## config.mk

```make
export PLATFORM = sky130hd
export DESIGN_NAME = oneshot_timer
export DESIGN_NICKNAME = d
export VERILOG_FILES = /design/src/rtl/oneshot_timer.sv
export SDC_FILE = /design/constraint.sdc
export NUM_CORES = 1
export LEC_CHECK = 0
export ABC_AREA = 1
export BUFFER_PORTS_ARGS = -buffer_cell sky130_fd_sc_hd__buf_2
export CAP_MARGIN = 40
export CORE_MARGIN = 4
export CORE_UTILIZATION = 50
export CTS_BUF_LIST = sky130_fd_sc_hd__clkbuf_2
export CTS_CLUSTER_DIAMETER = 30
export DETAILED_ROUTE_END_ITERATION = 10
export GPL_TIMING_DRIVEN = 0
export PLACE_DENSITY = 0.8
export RECOVER_POWER = 100
export SETUP_SLACK_MARGIN = 0.05
export SLEW_MARGIN = 20
export SYNTH_ARGS = -nofsm -noshare
export SYNTH_HDL_FRONTEND = slang
export SYNTH_SLANG_ARGS = --single-unit
```

## constraint.sdc

```tcl
create_clock -name clk -period 1.6 [get_ports clk]
set_input_delay 0.24 -clock clk [delete_from_list [all_inputs] [get_ports clk]]
set_output_delay 0.24 -clock clk [all_outputs]
set_load 0.03 [all_outputs]
```

## src/rtl/oneshot_timer.sv

```systemverilog
module oneshot_timer #(
  parameter int BASE_CYCLES = 1536,
  parameter int CNT_W       = 6
) (
  input  logic             clk,
  input  logic             rst_n,
  input  logic             wr_en,
  input  logic [CNT_W+1:0] wr_data,
  output logic             tmr_flag,
  output logic             tmr_busy
);
  localparam int PRE_W = $clog2(BASE_CYCLES * 16);
  localparam logic [PRE_W-1:0] LIM_X1  = PRE_W'(BASE_CYCLES - 1);
  localparam logic [PRE_W-1:0] LIM_X2  = PRE_W'(BASE_CYCLES * 2 - 1);
  localparam logic [PRE_W-1:0] LIM_X4  = PRE_W'(BASE_CYCLES * 4 - 1);
  localparam logic [PRE_W-1:0] LIM_X16 = PRE_W'(BASE_CYCLES * 16 - 1);

  logic [1:0]       sel;
  logic [CNT_W-1:0] count;
  logic [PRE_W-1:0] pre, pre_lim;
  logic             tick;

  always_comb begin
    case (sel)
      2'b00:   pre_lim = LIM_X1;
      2'b01:   pre_lim = LIM_X2;
      2'b10:   pre_lim = LIM_X4;
      default: pre_lim = LIM_X16;
    endcase
  end

  assign tick = tmr_busy && (pre == pre_lim);

  always_ff @(posedge clk) begin
    if (!rst_n) begin
      sel      <= '0;
      count    <= '0;
      pre      <= '0;
      tmr_flag <= 1'b0;
      tmr_busy <= 1'b0;
    end else if (wr_en) begin
      sel      <= wr_data[CNT_W+1:CNT_W];
      count    <= wr_data[CNT_W-1:0];
      pre      <= '0;
      tmr_flag <= (wr_data[CNT_W-1:0] == '0);
      tmr_busy <= (wr_data[CNT_W-1:0] != '0);
    end else if (tick) begin
      pre   <= '0;
      count <= count - 1'b1;
      if (count == CNT_W'(1)) begin
        tmr_busy <= 1'b0;
        tmr_flag <= 1'b1;
      end
    end else if (tmr_busy) begin
      pre <= pre + 1'b1;
    end
  end


  flag_busy_excl_chk: assert property (@(posedge clk) disable iff (!rst_n)
    !(tmr_flag && tmr_busy));


  start_busy_chk: assert property (@(posedge clk) disable iff (!rst_n)
    (wr_en && wr_data[CNT_W-1:0] != '0) |=> (tmr_busy && !tmr_flag));


  zero_load_chk: assert property (@(posedge clk) disable iff (!rst_n)
    (wr_en && wr_data[CNT_W-1:0] == '0) |=> (tmr_flag && !tmr_busy));


  flag_sticky_chk: assert property (@(posedge clk) disable iff (!rst_n)
    (tmr_flag && !wr_en) |=> tmr_flag);


  busy_end_chk: assert property (@(posedge clk) disable iff (!rst_n)
    $fell(tmr_busy) |-> tmr_flag);


  idle_hold_chk: assert property (@(posedge clk) disable iff (!rst_n)
    (!tmr_busy && !wr_en) |=> !tmr_busy);
endmodule

```

# After elaboration in Yosys (flattened, before gate mapping)
# Cells that the tools add are included.
# Widths: inputs -> output; s select.
# op_classes
n_addsub,2
n_eq_ne,4
muxes,9
n_bitwise,1
reduce_logical,8
# ops
op,count
$pmux 15 s3,1
$add 15x1->15 const B,1
$eq 15x15->1,1
$mux 6,2
$eq 6x1->1 const B,1
$logic_not 6->1,1
$mux 1,6
$reduce_bool 6->1,1
$sub 6x1->6 const B,1
$reduce_bool 2->1,2
$reduce_or 3->1,1
$eq 2x1->1 const B,1
$eq 2x2->1 const B,1
$logic_not 2->1,1
$reduce_and 2->1,1
$logic_and 1x1->1,1
$not 1->1,1
# totals
register_bits,25
input_bits,11
elab_cells,29

# Longest topological paths before layout
# Gate-level depths: netlist of the first run.
# depth
word_depth,6
mapped_depth,11
depth_no_buf,10

# Least setup slack after synthesis of the first run
# Ideal clock, no wire load.
# synth_timing
kind,register -> register
startpoint,register tmr_busy
endpoint,register pre[11]
setup_ns,0.115
arrival_ns,1.446
required_time_ns,1.485
path_slack_ns,0.039
stages_incl_launch_ff,8
n_path_buf,0
cell_sequence,dfxtp_1 nand4_1 nor2_1 nand2_1 nor2_2 nand2_1 xor2_1 nor2_2
# synth_via
elab_chain_cells,2
# synth_lines
item,line,text
"start, declared",10,output logic tmr_busy
"start signal, assigned",46,tmr_busy <= (wr_data[CNT_W-1:0] != '0);
$logic_and 1x1->1,32,assign tick = tmr_busy && (pre == pre_lim);
$reduce_or 3->1 (no source line),n/a,
"end signal, assigned",55,pre <= pre + 1'b1;
"end, declared",20,"logic [PRE_W-1:0] pre, pre_lim;"
# Parallel ways exist; a longest one is shown, timed or not.
# A chain may end at the register's enable or synchronous reset.

# Worst setup path in the final report of the first run
# layout_timing
startpoint,register pre[0]
endpoint,register pre[3]
# layout_via
elab_chain_cells,3
elab_cells_between_ends,4
cone_classes,add/sub (1); eq/ne (1); reduce/logical (2)
# layout_lines
item
branches (longest 3 deep; another with $add 15x1->15)
# Parallel ways; which one is timed is not known.

==> impl_metrics.ini, run 1 <==
[setup_path]
cp-start-kind = register
crit_fanout = 7
startpoint = pre[0]$_SDFFE_PP0P_
crit_arrival_ns = 1.81
worstSetupPathType = reg2reg
timing.rr.start = pre[0]$_SDFFE_PP0P_
reg2regPathDepth = 11
cp-end-kind = register
crit_required_ns = 1.89

[grt]
overflow = 0
grt_max_degree = 15
grt_pass1_vias = 1187
antenna_found_initial = 0
track_usage = 0.1749
grt_pass1_wl_um = 4912

[outcome]
outcome = finished clean

[sta]
layout_min_cycle_time_ns = 1.526
max_freq_ghz = 0.6552
worst_slew_pin_slew_ns = 0.3792
finalSetupViolations = 0
setup_ws_ns = 0.07384
fin_skew_ns = 0.01131
rsz0062_at_grt = yes
slew_headroom = 0.7472
slew_viol_final = 0
final_hold_viol_count = 0
fin_crit_sh = 0.9539

[cts]
clkTransAtPathRegs_ns = 0.24
cts_tree = done
clock_path_buffers = 2
cts.sinks = 25
clkLatencyLatePin_ns = 0.35
cts.hold.buffers_added = 0
htreeDepth = 1
cts-root-buf = clkbuf_2
cts-buffers-inserted = 3

[finish]
drive_above_1_share = 0.2802
syn2layout_area_growth_pct = 18.44
finalNetCount = 247
final_cell_mix = 45 x nand2_1, 21 x inv_1, 21 x nor2_1, 17 x nand3_1, 17 x dfxtp_1
fill_cells = 259
final_core_util = 0.6114
stdcell_count = 263
antenna_cells = 0
fin_area_um2 = 1672
final_common_cell = nand2_1

[synth]
ys_types = 26
synthesis.nets = 220
seq_area_frac_synth = 0.3546
ys_seq_elements = 25
synth_area_per_cell_um2 = 6.851
syn_inst = 206
synth.cell_area_um2 = 1411
yosysTopAreaCellShare = 0.3546
synth.area.top_cells = dfxtp_1 35%, nand2_1 13%, nand3_1 6.4%, inv_1 5.9%, nor2_1 5.9%
netlist.top_cell.by_area = dfxtp_1
synth_warnings = 0

[die]
core_region_area_um2 = 2734
start_util = 0.5162
die_h_um = 61.13
fp.dieW_um = 61.13
dieArea_um2 = 3737
ioPinCount = 13
fp-row-count = 19

[drt]
wl_per_cell_um = 11.57
dr.pass1.iters = 4
ant_nets = 0
vias = 1355
drc = 0
viasPerCell = 5.152
wl_um = 3044
drt_iter0_drc = 82

[pwr]
total_power_w = 0.001101
power_density_nw_per_um2 = 658.8
leakagePower_nw = 0.6720
ir_drop_v = 0.0007487

[placed_design]
dp_cells = 248
portBuffers = 11
gp_congestion = 0.8327
dpl_cell_area_um2 = 1506
pre_cts_ws_ns = -0.05845
hpwl_um = 2133

[hold_path]
hold_depth = 3
hold_class = in2reg
hold_start = wr_data[6]

[run]
cap_violations = 0
critical path, stage by stage, from the launching register on:
cell	delay, ns
dfxtp_2	0.41
ha_4	0.14
inv_2	0.04
nor2_4	0.09
nand2_2	0.07
nor2_2	0.12
nand3_2	0.11
nand2_4	0.10
inv_4	0.05
nand2_4	0.11
buf_4	0.17
nor2_1	0.05
flip-flops by register name, indices dropped and copies added, names as in the netlist:
signal	cells
count	6
pre	15
sel	2
tmr_busy	1
tmr_flag	1
routing by layer:
metal  track usage  vias to the layer above  part of all wire
li1              -                      709                 -
met1        0.2018                      625              0.46
met2        0.3127                       17              0.49
met3       0.04822                        4             0.033
met4       0.05263                        0             0.011
met5             0                        -                 0
per-stage QoR:
stage	setup TNS (ns)	hold slack (ns)
floorplan	0	0.4333
global placement	-0.1538	0.4695
detailed placement	-0.5296	0.4715
CTS	0	0.1491
global route	-0.05201	0.1391
finish	0	0.1549
logic make-up after synthesis:
kind of cell | Yosys count | synth area share
fa+ha+maj | 3 | 0.02660
buf+inv | 28 | 0.08865
compound gates | 27 | 0.09929
flops | 25 | 0.3546
xor+xnor | 8 | 0.04965
simple gates | 115 | 0.3812
where the power goes:
part | switching [W] | internal [W] | total [W]
Clock | 0.000193 | 0.0000567 | 0.000249
Sequential | 0.0000221 | 0.000645 | 0.000667
Combinational | 0.000110 | 0.0000755 | 0.000185
synthesized netlist by cell type:
| cell type | count |
|---|---|
| inv_2 | 1 |
| nor3_1 | 4 |
| nor4_1 | 1 |
| nand3b_1 | 1 |
| clkbuf_1 | 2 |
| or2_2 | 2 |
| nand3_1 | 18 |
| buf_12 | 1 |
| nand2_4 | 1 |
| nor2_1 | 22 |
| dfxtp_1 | 25 |
| nand4_1 | 3 |
| o22ai_1 | 1 |
| nor2_2 | 12 |
| a21oi_1 | 13 |
| xor2_1 | 5 |
| nand2_1 | 49 |
| a21oi_2 | 1 |
| xnor2_1 | 3 |
| inv_1 | 22 |
| inv_4 | 1 |
| buf_2 | 1 |
| ha_1 | 3 |
| nand3_2 | 1 |
| nand2_8 | 1 |
| o21ai_0 | 12 |
what timing repair did:
item	in CTS	in global routing
gates cloned	1	0
setup endpoints to repair	16	18
buffers inserted	6	4
resized for setup	8	25
pin swaps	6	11
path summary, 6_finish.rpt:
check	endpoint	slack [ns]
worst max-delay path	pre[3]$_SDFFE_PP0P_	0.07
worst min register to register	pre[14]$_SDFFE_PP0P_	0.50
worst min-delay path	sel[0]$_SDFFE_PN0P_	0.15
worst max register to register	pre[3]$_SDFFE_PP0P_	0.07
cell type report:
cell class,instances,area (um2),area share
repair buffers,22,147.6,0.08832
inverters,24,92.59,0.05539
clock inverters,1,5.005,0.002994
well taps,31,38.79,0.02320
plain buffers,4,32.53,0.01946
multi-input cells,153,829.5,0.4963
clock buffers,3,15.01,0.008982
flip-flops and latches,25,510.5,0.3054
(Power assumes the default switching activity.)
==> inputs of run 2 (changes only) <==
--- a/config.mk
+++ b/config.mk
@@ -6,7 +6,7 @@
 export NUM_CORES = 1
 export LEC_CHECK = 0
 export ABC_AREA = 1
-export BUFFER_PORTS_ARGS = -buffer_cell sky130_fd_sc_hd__buf_2
+export BUFFER_PORTS_ARGS = -buffer_cell sky130_fd_sc_hd__buf_4
 export CAP_MARGIN = 40
 export CORE_MARGIN = 4
 export CORE_UTILIZATION = 50
==> run 2 against run 1 <==
  * Fmax up 0.28%
  * Clock-buffer cell count unchanged
  * First-iteration DRC count down 39%
  * Worst hold slack worse by 0.011 ns
  * Power up 1.4%
  * Critical path depth down 1
  * Via count down 2.7%
  * Core utilization up 2.3 points
  * Flip-flop and latch count unchanged
  * Critical path type unchanged
  * Largest power group unchanged
==> impl_metrics.ini, run 2 (same netlist as run 1, synthesis figures left out) <==
[finish]
stdcell_count = 264
fin_area_um2 = 1735
drive_above_1_share = 0.2918
largest_reg_flops = 15
final_core_util = 0.6348
final_cell_mix = 46 x nand2_1, 21 x inv_1, 20 x nor2_1, 17 x nand3_1, 16 x buf_4
final_common_cell = nand2_1
syn2layout_area_growth_pct = 22.96
finalNetCount = 248
regMostFlops = pre
top_regs = pre: 15 flops, count: 6 flops, sel: 2 flops
antenna_cells = 0

[setup_path]
reg2regPathDepth = 10
cp.depth = 10
cp-start-kind = register
cpPeakStageDelay_ns = 0.47
cp_slowest_cell = dfxtp_1
path_buf_inv = 2
crit_fanout = 7
crit_required_ns = 1.91
worstSetupPathType = reg2reg
crit_chain = nand2_1, nor2_1, nand2_2, nor2_4, nand3_2, nand2_4, inv_6, nand2_8, clkbuf_16, nor2_2
path_delay_family = simple AND/OR/NAND/NOR gates
crit_arrival_ns = 1.84
cp-end-kind = register

[grt]
overflow = 0
grt_max_degree = 16
grt_pass1_vias = 1170
antenna_found_initial = 0
grt_pass1_wl_um = 4698
track_usage = 0.1682

[die]
fp-row-count = 19
die_h_um = 61.13
start_util = 0.5162
dieArea_um2 = 3737
core_region_area_um2 = 2734
ioPinCount = 13
fp.dieW_um = 61.13

[drt]
wl_um = 2994
wl_per_cell_um = 11.34
viasPerCell = 4.996
drc = 0
ant_nets = 0
dr.pass1.iters = 4
drt_iter0_drc = 50
vias = 1319

[cts]
cts-root-buf = clkbuf_2
clkTransAtPathRegs_ns = 0.25
clock_path_buffers = 2
cts-buffers-inserted = 3
cts.sinks = 25
clkLatencyLatePin_ns = 0.37
cts_tree = done
htreeDepth = 1

[sta]
finalSetupViolations = 0
final_hold_viol_count = 0
worst_slew_pin_slew_ns = 0.3809
fin_crit_sh = 0.9512
fin_tns_setup_ns = 0
max_freq_ghz = 0.6570
fin_skew_ns = 0.01327
rsz0062_at_grt = yes
setup_ws_ns = 0.07804
layout_min_cycle_time_ns = 1.522
slew_viol_final = 0
slew_headroom = 0.7460

[hold_path]
hold_class = in2reg
hold_depth = 3

[pwr]
leakagePower_nw = 0.6866
power_density_nw_per_um2 = 643.3
ir_drop_v = 0.0006163

[placed_design]
dpl_cell_area_um2 = 1534
gp_congestion = 0.8460
portBuffers = 11
pre_cts_ws_ns = -0.03643
hpwl_um = 2088
dp_cells = 248

[outcome]
outcome = finished clean

[run]
cap_violations = 0
-- run 2: area by class of cell --
type                       instances  area (um2)
inverter                          24       95.09
timing repair buffer              23       197.7
multi-input combinational        153       833.3
sequential                        25       515.5
fill                             245       998.5
tap                               31       38.79
buffer                             4       32.53
clock buffer                       3       15.01
clock inverter                     1       7.507
-- run 2: routing by layer --
| layer | up-vias | global-route usage | part of all wire |
|---|---|---|---|
| li1 | 708 | - | - |
| met1 | 585 | 0.1779 | 0.42 |
| met2 | 21 | 0.3157 | 0.53 |
| met3 | 5 | 0.05241 | 0.039 |
| met4 | 0 | 0.04954 | 0.011 |
| met5 | - | 0 | 0 |
-- run 2: stage by stage --
| step | total power, W | hold WS [ns] |
|---|---|---|
| global placement | 0.0008424 | 0.4674 |
| floorplan | 0.0007949 | 0.4333 |
| detailed placement | 0.0008447 | 0.4743 |
| CTS | 0.001114 | 0.1298 |
| global route | 0.001176 | 0.1542 |
| finish | 0.001116 | 0.1442 |
-- run 2: final timing paths --
kind / startpoint / end / slack, ns
setup / recovery: pre[4]$_SDFFE_PP0P_ / pre[7]$_SDFFE_PP0P_ / 0.08
setup reg to reg: pre[4]$_SDFFE_PP0P_ / pre[7]$_SDFFE_PP0P_ / 0.08
hold / removal: wr_data[7] / sel[1]$_SDFFE_PN0P_ / 0.14
hold reg to reg: pre[14]$_SDFFE_PP0P_ / pre[14]$_SDFFE_PP0P_ / 0.50
-- run 2: power by group --
part           leakage [nW]  switching, W  internal [W]
clock                0.0126      0.000207     0.0000580
combinational         0.465      0.000103     0.0000824
sequential            0.209     0.0000211      0.000645
-- run 2: what timing repair did --
action	CTS	global route
pin swaps	3	11
hold buffers	0	0
buffers inserted	8	3
resized for setup	2	28
setup endpoints to repair	13	19
cloned	0	1
hold endpoints to repair	0	0
-- run 2: worst reg2reg max path, delay by kind of cell, from the launching register on --
kind | cells | cell delay, ns
buffers and inverters | 2 | 0.21
AND/OR/NAND/NOR | 8 | 0.79
flip-flops | 1 | 0.47
